--- config.mk ---
export PLATFORM = sky130hd
export DESIGN_NAME = ee3w_master
export DESIGN_NICKNAME = d
export VERILOG_FILES = /design/src/rtl/ee3w_pkg.sv /design/src/rtl/ee3w_halfclk.sv /design/src/rtl/ee3w_shreg.sv /design/src/rtl/ee3w_rdywait.sv /design/src/rtl/ee3w_master.sv
export SDC_FILE = /design/constraint.sdc
export NUM_CORES = 1
export LEC_CHECK = 0
export BUFFER_PORTS_ARGS = -buffer_cell sky130_fd_sc_hd__buf_2
export CAP_MARGIN = 30
export CELL_PAD_IN_SITES_DETAIL_PLACEMENT = 2
export CELL_PAD_IN_SITES_GLOBAL_PLACEMENT = 2
export CORE_MARGIN = 2
export CORE_UTILIZATION = 35
export CTS_BUF_LIST = sky130_fd_sc_hd__clkbuf_4 sky130_fd_sc_hd__clkbuf_8
export DETAILED_ROUTE_END_ITERATION = 8
export HOLD_SLACK_MARGIN = 0.08
export PLACE_DENSITY = 0.84
export SLEW_MARGIN = 5
export SYNTH_ARGS = -nofsm -noshare
export SYNTH_HDL_FRONTEND = slang
export SYNTH_HIERARCHICAL = 1
export SYNTH_SLANG_ARGS = --single-unit
--- constraint.sdc ---
create_clock -name clk -period 2.9 [get_ports clk]
set_clock_uncertainty 0.05 [all_clocks]
set_input_delay 0.145 -clock clk [delete_from_list [all_inputs] [get_ports clk]]
set_output_delay 0.145 -clock clk [all_outputs]
set_load 0.03 [all_outputs]
--- src/rtl/ee3w_pkg.sv ---
package ee3w_pkg;

    typedef enum logic [1:0] {
        ST_IDLE = 2'd0,
        ST_LOW  = 2'd1,
        ST_HIGH = 2'd2,
        ST_WAIT = 2'd3
    } ee3w_state_e;

    typedef struct packed {
        logic       wrdy;
        logic       rel;
        logic       rd;
        logic [3:0] cnt;
    } ee3w_ctl_t;

    // Field split of the control byte; the count is limited to the register width.
    function automatic ee3w_ctl_t ee3w_decode(input logic [7:0] b, input logic [3:0] max_bits);
        ee3w_ctl_t c;
        c.cnt  = (b[3:0] > max_bits) ? max_bits : b[3:0];
        c.rd   = b[4];
        c.rel  = b[5];
        c.wrdy = b[6];
        return c;
    endfunction

endpackage

--- src/rtl/ee3w_halfclk.sv ---
module ee3w_halfclk #(
    parameter int DIV_W = 8
) (
    input  logic             clk,
    input  logic             rst_n,
    input  logic             clear,
    input  logic             run,
    input  logic [DIV_W-1:0] div,
    output logic             tick
);
    logic [DIV_W-1:0] cnt_q;

    assign tick = run && (cnt_q == div);

    always_ff @(posedge clk or negedge rst_n) begin
        if (!rst_n) begin
            cnt_q <= '0;
        end else if (clear || tick) begin
            cnt_q <= '0;
        end else if (run) begin
            cnt_q <= cnt_q + 1'b1;
        end
    end
endmodule

--- src/rtl/ee3w_shreg.sv ---
module ee3w_shreg #(
    parameter int DATA_W = 8
) (
    input  logic              clk,
    input  logic              rst_n,
    input  logic              load,
    input  logic [DATA_W-1:0] load_val,
    input  logic              shift,
    input  logic              fill,
    output logic [DATA_W-1:0] q
);
    always_ff @(posedge clk or negedge rst_n) begin
        if (!rst_n) begin
            q <= '0;
        end else if (load) begin
            q <= load_val;
        end else if (shift) begin
            q <= {q[DATA_W-2:0], fill};
        end
    end
endmodule

--- src/rtl/ee3w_rdywait.sv ---
module ee3w_rdywait #(
    parameter int TMO_CYC = 64
) (
    input  logic clk,
    input  logic rst_n,
    input  logic run,
    input  logic line_in,
    output logic ready,
    output logic expired
);
    localparam int TW = $clog2(TMO_CYC + 1);
    localparam logic [TW-1:0] LAST = TW'(TMO_CYC - 1);

    logic [TW-1:0] cnt_q;

    assign ready   = run && line_in;
    assign expired = run && !line_in && (cnt_q == LAST);

    always_ff @(posedge clk or negedge rst_n) begin
        if (!rst_n) begin
            cnt_q <= '0;
        end else if (!run) begin
            cnt_q <= '0;
        end else begin
            cnt_q <= cnt_q + 1'b1;
        end
    end
endmodule

--- src/rtl/ee3w_master.sv ---
module ee3w_master
    import ee3w_pkg::*;
#(
    parameter int DATA_W  = 8,
    parameter int DIV_W   = 8,
    parameter int TMO_CYC = 64
) (
    input  logic              clk,
    input  logic              rst_n,
    input  logic              ctl_we,
    input  logic [7:0]        ctl_byte,
    input  logic              data_we,
    input  logic [DATA_W-1:0] data_in,
    input  logic [DIV_W-1:0]  half_div,
    input  logic              ser_din,
    output logic              ser_clk,
    output logic              ser_dout,
    output logic              ser_doe,
    output logic              xfer_busy,
    output logic              xfer_done,
    output logic [DATA_W-1:0] rdata,
    output logic              rdy_tmo_err
);
    localparam logic [3:0] MAX_BITS = 4'(DATA_W);

    ee3w_state_e      state_q, state_d;
    ee3w_ctl_t        ctl_in, cfg_q;
    logic [3:0]       bits_q;
    logic [DIV_W-1:0] div_q;
    logic [DATA_W-1:0] sh_q;

    logic tick, last_bit, wait_eff, rdy_ok, tmo_hit;
    logic idle, accept, start, shift_en, load_en;

    assign ctl_in   = ee3w_decode(ctl_byte, MAX_BITS);
    assign idle     = (state_q == ST_IDLE);
    assign accept   = idle && ctl_we;
    assign start    = accept && (ctl_in.cnt != 4'd0);
    assign last_bit = (bits_q == 4'd1);
    assign wait_eff = cfg_q.wrdy && cfg_q.rel && !cfg_q.rd;
    assign load_en  = idle && data_we && !ctl_we;
    assign shift_en = tick && (((state_q == ST_LOW) && cfg_q.rd) ||
                               ((state_q == ST_HIGH) && !cfg_q.rd));

    ee3w_halfclk #(.DIV_W(DIV_W)) u_half (
        .clk   (clk),
        .rst_n (rst_n),
        .clear (idle),
        .run   ((state_q == ST_LOW) || (state_q == ST_HIGH)),
        .div   (div_q),
        .tick  (tick)
    );

    ee3w_shreg #(.DATA_W(DATA_W)) u_shreg (
        .clk      (clk),
        .rst_n    (rst_n),
        .load     (load_en),
        .load_val (data_in),
        .shift    (shift_en),
        .fill     (cfg_q.rd && ser_din),
        .q        (sh_q)
    );

    ee3w_rdywait #(.TMO_CYC(TMO_CYC)) u_wait (
        .clk     (clk),
        .rst_n   (rst_n),
        .run     (state_q == ST_WAIT),
        .line_in (ser_din),
        .ready   (rdy_ok),
        .expired (tmo_hit)
    );

    assign rdata = sh_q;

    // State register.
    always_ff @(posedge clk or negedge rst_n) begin
        if (!rst_n) begin
            state_q <= ST_IDLE;
        end else begin
            state_q <= state_d;
        end
    end

    // Transition logic.
    always_comb begin
        state_d = state_q;
        unique case (state_q)
            ST_IDLE: if (start) state_d = ST_LOW;
            ST_LOW:  if (tick) state_d = ST_HIGH;
            ST_HIGH: begin
                if (tick) begin
                    if (!last_bit)     state_d = ST_LOW;
                    else if (wait_eff) state_d = ST_WAIT;
                    else               state_d = ST_IDLE;
                end
            end
            ST_WAIT: if (rdy_ok || tmo_hit) state_d = ST_IDLE;
            default: state_d = ST_IDLE;
        endcase
    end

    // Output and configuration registers.
    always_ff @(posedge clk or negedge rst_n) begin
        if (!rst_n) begin
            ser_clk     <= 1'b0;
            ser_dout    <= 1'b0;
            ser_doe     <= 1'b0;
            xfer_busy   <= 1'b0;
            xfer_done   <= 1'b0;
            rdy_tmo_err <= 1'b0;
            cfg_q       <= '0;
            bits_q      <= '0;
            div_q       <= '0;
        end else begin
            xfer_done <= 1'b0;
            unique case (state_q)
                ST_IDLE: begin
                    if (accept) begin
                        rdy_tmo_err <= 1'b0;
                        if (ctl_in.cnt == 4'd0) begin
                            ser_doe  <= !ctl_in.rel;
                            ser_dout <= 1'b0;
                        end else begin
                            xfer_busy <= 1'b1;
                            cfg_q     <= ctl_in;
                            bits_q    <= ctl_in.cnt;
                            div_q     <= half_div;
                            ser_doe   <= !ctl_in.rd;
                            ser_dout  <= !ctl_in.rd && sh_q[DATA_W-1];
                        end
                    end
                end
                ST_LOW: begin
                    if (tick) ser_clk <= 1'b1;
                end
                ST_HIGH: begin
                    if (tick) begin
                        ser_clk <= 1'b0;
                        bits_q  <= bits_q - 4'd1;
                        if (last_bit) begin
                            ser_dout <= 1'b0;
                            ser_doe  <= !cfg_q.rd && !cfg_q.rel;
                            if (!wait_eff) begin
                                xfer_busy <= 1'b0;
                                xfer_done <= 1'b1;
                            end
                        end else if (!cfg_q.rd) begin
                            ser_dout <= sh_q[DATA_W-2];
                        end
                    end
                end
                ST_WAIT: begin
                    if (rdy_ok) begin
                        xfer_busy <= 1'b0;
                        xfer_done <= 1'b1;
                    end else if (tmo_hit) begin
                        xfer_busy   <= 1'b0;
                        xfer_done   <= 1'b1;
                        rdy_tmo_err <= 1'b1;
                    end
                end
                default: ;
            endcase
        end
    end
endmodule

# Word level (Yosys, flattened, before mapping)

Index checks and enable logic that the tools add are counted.

Reductions and logical operators: 43
$add $sub $neg: 3
Bitwise gates (word level): 1
Magnitude comparators: 1
Mux-type cells: 49
Equality and inequality tests: 18

Operators with widths:

| cell                  | number |
|---|---|
| $mux W8               | 4 |
| $mux W1               | 26 |
| $reduce_and A4 Y1     | 5 |
| $logic_and A1 B1 Y1   | 16 |
| $mux W4               | 4 |
| $ne A2 B2 Y1 const B  | 8 |
| $mux W2               | 6 |
| $pmux W1 S2           | 5 |
| $reduce_bool A2 Y1    | 5 |
| $add A8 B1 Y8 const B | 1 |
| $eq A8 B8 Y1          | 1 |
| $pmux W2 S4           | 1 |
| $pmux W4 S2           | 1 |
| $add A7 B1 Y7 const B | 1 |
| $eq A7 B6 Y1 const B  | 1 |
| $mux W7               | 1 |
| $reduce_and A7 Y1     | 1 |
| $logic_not A1 Y1      | 6 |
| $ne A3 B3 Y1 const B  | 2 |
| $reduce_and A3 Y1     | 2 |
| $eq A2 B2 Y1 const B  | 2 |
| $eq A4 B1 Y1 const B  | 1 |
| $gt A4 B4 Y1 const B  | 1 |
| $logic_not A4 Y1      | 1 |
| 9 further kinds       | 13 |

Flip-flop bits (word level): 46
Logic and storage cells: 130

# Depth between registers and ports, before layout

Depth after elaboration: 6
Depth in mapped cells: 9
Mapped depth without buffers: 8

# Cells and area by module

The synthesis kept the hierarchy.

By module, submodules not included:

| module       | area each (µm²) | cells each | instances |
|---|---|---|---|
| ee3w_master  | 1278.7          | 119        | 1 |
| ee3w_halfclk | 495.5           | 48         | 1 |
| ee3w_shreg   | 372.9           | 34         | 1 |
| ee3w_rdywait | 325.3           | 29         | 1 |

# Least setup slack after synthesis

OpenSTA, ideal clock, no wires.

Path type: register to register
From: register state_q[0]
To: register bits_q[2]
Slack: 457 ps
Buffers on the path: 1
Data required time: 2717 ps
Data arrival time: 2260 ps
Clock period less this slack: 2443 ps
Library setup time: 133 ps
Cell stages (with the launch flop): 10
Cells stage by stage: dfrtp_1 > inv_1 > ha_1 > buf_2 > nand2_1 > nor3_4 > nor2b_1 > a2111oi_4 > mux2i_1 > o211ai_1

Word-level cells in the longest chain between the ends: 5

RTL lines:

| item                                                | line               | text |
|---|---|---|
| start, declared                                     | ee3w_master.sv:26  | `ee3w_state_e state_q, state_d;` |
| start signal, assigned                              | ee3w_master.sv:80  | `state_q <= state_d;` |
| $eq A2 B1 Y1 / $eq A2 B2 Y1 (equally long branches) | ee3w_master.sv:49  | `.run ((state_q == ST_LOW) \|\| (state_q == ST_HIGH)),` |
| $logic_or A1 B1 Y1 (*)                              | ee3w_master.sv:49  |  |
| $logic_and A1 B1 Y1 (*)                             | ee3w_halfclk.sv:13 | `assign tick = run && (cnt_q == div);` |
| named net tick                                      | ee3w_master.sv:32  | `logic tick, last_bit, wait_eff, rdy_ok, tmo_hit;` |
| $ne A2 B2 Y1 (no source line) (*)                   | -                  |  |
| $reduce_and A4 Y1 (no source line) (*)              | -                  |  |
| end signal, assigned                                | ee3w_master.sv:126 | `bits_q <= ctl_in.cnt;` |
| end signal, assigned                                | ee3w_master.sv:139 | `bits_q <= bits_q - 4'd1;` |
| end, declared                                       | ee3w_master.sv:28  | `logic [3:0] bits_q;` |

The timed path passes the listed nets; every way through them passes the cells marked *.
A chain may end at the register's enable or synchronous reset.

# Worst setup path in the final report

From: register u_wait.cnt_q[0]
To: register state_q[1]

Word-level cells in the longest chain between the ends: 5

RTL lines:

| item                               | line               | text |
|---|---|---|
| start, declared                    | ee3w_rdywait.sv:14 | `logic [TW-1:0] cnt_q;` |
| start signal, assigned             | ee3w_rdywait.sv:25 | `cnt_q <= cnt_q + 1'b1;` |
| $eq A7 B6 Y1                       | ee3w_rdywait.sv:17 | `assign expired = run && !line_in && (cnt_q == LAST);` |
| $logic_and A1 B1 Y1                | ee3w_rdywait.sv:17 |  |
| named net tmo_hit                  | ee3w_master.sv:32  |  |
| $logic_or A1 B1 Y1                 | ee3w_master.sv:97  | `ST_WAIT: if (rdy_ok \|\| tmo_hit) state_d = ST_IDLE;` |
| $ne A2 B2 Y1 (no source line)      | -                  |  |
| $reduce_and A4 Y1 (no source line) | -                  |  |

The timed path passes the listed nets, and every way through them passes these cells.

==> results_dict.tcl <==
set metrics [dict create \
    die_w_um 88.05 \
    hold_viol_final 0 \
    crit_path_end_kind "register" \
    cts_tree "yes" \
    syn_area_um2 2472 \
    core_um2 6832 \
    grt.met2_usage_pct 36.09 \
    clk_pin_slew_ns 0.09 \
    path_class "register to register" \
    dieArea_um2 7752 \
    rrSetupSlack_ns 0.47 \
    drive_gt1_share_pct 22.74 \
    gr-usage-all-layers_pct 19.10 \
    reg2reg_to "state_q[1]$_DFFE_PN0P_" \
    clk_path_buf_depth 2 \
    grt-busiest-layer "met2" \
    antenna_found_initial 0 \
    clock_sinks 46 \
    syn_to_final_growth_pct 26.47 \
    dp_hpwl_um 4601 \
    syn_inst 230 \
    ant_nets 0 \
    yosysWarnings 6 \
    drt_iter0_markers 34 \
    maxCapViolations 0 \
    rows 30 \
    outcome "finished, final reports clean" \
    max-slew-margin-rel_pct 57.94 \
    grt_pass1_wl_um 11240 \
    pin_count 43 \
    tns_ns 0 \
    synth_top_area_share_pct 46.56 \
    worstMarginPinSlew_ns 0.6303 \
    power_density_nw_per_um2 964.4 \
    cts-buffers-inserted 5 \
    gp_congestion 0.7634 \
    async_flop_share_pct 100.0 \
    synth_area_leaders "dfrtp_1 47%, mux2_1 5.9%, xnor2_1 4.6%" \
    worstHoldStart "ctl_byte[2]" \
    hold_depth 3 \
    final_nets 336 \
    drv_slew 0 \
    synth_edf_count 0 \
    die_y_um 88.05 \
    grt_max_degree 37 \
    use_met1_pct 22.10 \
    vdd_ir_drop_max_uv 385.1 \
    clockRootBuffer "clkbuf_8" \
    synth.largest_area_cell "dfrtp_1" \
    ctsHtreeMaxLevel 2 \
    drc 0 \
    syn_avg_cell_area_um2 10.75 \
    worstRegToRegCells 8 \
    post-route-period-util_pct 83.62 \
    yosysSeqAreaShare_pct 46.56 \
    diodes 0 \
    hold_path_end "bits_q[2]$_DFFE_PN0P_" \
    cp.required_ns 3.08 \
    fin_crit_ns 2.425 \
    vias 1962 \
    p_leak_nw 1.369 \
    ys_types 46 \
    synthesis.nets 268 \
    synthFlopType "dfrtp_1" \
    post_cts_resized 0 \
    synthTopCellsByCount "46 x dfrtp_1, 21 x nand2_1, 13 x mux2_1, 13 x nor2_1, 13 x xnor2_1" \
    start_util_pct 36.19 \
    r2r_start "u_wait/cnt_q[0]$_DFF_PN0_" \
    worstSetupStartpointType "register" \
    wl_per_cell_um 16.73 \
    grt-ovfl-total 0 \
    fill_cells 738 \
    final_util_pct 45.77 \
    use_met3_pct 3.487 \
    ys_seq_elements 46 \
    cp.arrival_ns 2.61 \
    drt_first_pass_iters 4 \
    grt_pass1_vias 2273 \
    insertion_delay_ns 0.30 \
    vias_per_cell 4.967 \
    hold_class "input pin to register" \
    io_buffers 41 \
    crit_fanout 4 \
    wirelength_um 6609 \
    synth_most_common_cell "dfrtp_1" \
    fmax_mhz 412.4 \
    final-setup-viol-count 0 \
    rsz0062_at_grt "false" \
]
## state kept, by name, summed over array words and instances, names as in the netlist
| name | count |
|---|---|
| cfg_q | 3 |
| u_wait/cnt_q | 7 |
| state_q | 2 |
| ser_doe | 1 |
| bits_q | 4 |
| div_q | 8 |
| ser_clk | 1 |
| xfer_done | 1 |
| rdy_tmo_err | 1 |
| xfer_busy | 1 |
| u_shreg/q | 8 |
| u_half/cnt_q | 8 |
| ser_dout | 1 |
## worst max-delay path by stage
| stage | from | endpoint | slack (ns) |
|---|---|---|---|
| 2_1_floorplan | state_q[0]$_DFFE_PN0P_ | bits_q[2]$_DFFE_PN0P_ | 0.46 |
| 3_3_place_gp | u_wait/cnt_q[0]$_DFF_PN0_ | state_q[1]$_DFFE_PN0P_ | 0.61 |
| 3_5_place_dp | u_wait/cnt_q[0]$_DFF_PN0_ | state_q[1]$_DFFE_PN0P_ | 0.53 |
| 4_1_cts | u_wait/cnt_q[0]$_DFF_PN0_ | state_q[1]$_DFFE_PN0P_ | 0.44 |
| 5_1_grt | state_q[1]$_DFFE_PN0P_ | state_q[1]$_DFFE_PN0P_ | 0.23 |
| 6_report | u_wait/cnt_q[0]$_DFF_PN0_ | state_q[1]$_DFFE_PN0P_ | 0.47 |
## metrics by stage
stage | hold slack, ns | instances | area [µm²] | total power, mW | setup slack (ns)
floorplan | -0.2006 | 230 | 2472 | 2.088 | 0.4571
global placement | 0.3076 | 366 | 2798 | 2.439 | 0.6139
detailed placement | -0.01085 | 367 | 2818 | 2.526 | 0.5307
CTS | 0.09463 | 395 | 3127 | 3.049 | 0.4410
global route | 0.1056 | 395 | 3127 | 3.261 | 0.2255
finish | 0.1024 | 395 | 3127 | 3.015 | 0.4749
## per-layer routing
layer  vias to the layer above  wire (µm)
met1                       969       2819
met2                        43       3521
met3                         8        181
met4                         0         86
met5                         -          0
li1                        942          -
## critical path, cell delays in order, from the launching register on
cell       delay (ns)
dfrtp_1          0.41
ha_1             0.24
nand3_1          0.10
or2_2            0.30
nor3_1           0.30
nor3b_1          0.14
a2111oi_2        0.52
a21oi_1          0.14
a31oi_1          0.15
## placed cells by master (no fill, tap or decap), types with 4 or more instances in the layout
| cell | instances |
|---|---|
| a21oi_1 | 8 |
| and2_1 | 7 |
| buf_2 | 41 |
| buf_4 | 6 |
| clkbuf_8 | 5 |
| dfrtp_1 | 46 |
| dlygate4sd3_1 | 20 |
| ha_1 | 9 |
| inv_1 | 4 |
| mux2_1 | 13 |
| mux2i_1 | 11 |
| nand2_1 | 21 |
| nand3_1 | 7 |
| nor2_1 | 13 |
| nor3_1 | 12 |
| o21ai_1 | 8 |
| xnor2_1 | 13 |
| xor2_1 | 5 |
## power breakdown
| part | switching, mW | internal, mW |
|---|---|---|
| Sequential | 0.214 | 0.884 |
| Combinational | 0.840 | 0.597 |
| Clock | 0.226 | 0.254 |
| Total | 1.28 | 1.73 |
## area by class of cell
cell class,instances,area (µm²),share of cell area [%]
Inverter,4,15.01,0.4802
Sequential cell,46,1151,36.81
Timing Repair Buffer,68,470.5,15.05
Tap cell,96,120.1,3.842
Multi-Input combinational cell,173,1261,40.34
Clock buffer,5,68.82,2.201
Clock inverter,3,40.04,1.281
## cell families (layout without fill, tap and decap cells)
family / Yosys count / in the layout / synth area share [%]
compound gates: 34 / 34 / 9.666
xor+xnor: 18 / 18 / 6.376
fa+ha+maj: 9 / 9 / 4.555
flops: 46 / 46 / 46.56
buf+inv: 11 / 80 / 2.428
simple gates: 88 / 88 / 20.04
mux: 24 / 24 / 10.37
## what timing repair did
item | 4_1_cts | 5_1_grt
setup endpoints to repair | 0 | 0
endpoints found under the hold margin | 65 | 0
hold buffers | 20 | 0
buffers inserted | 0 | 0
(Power assumes the default switching activity.)
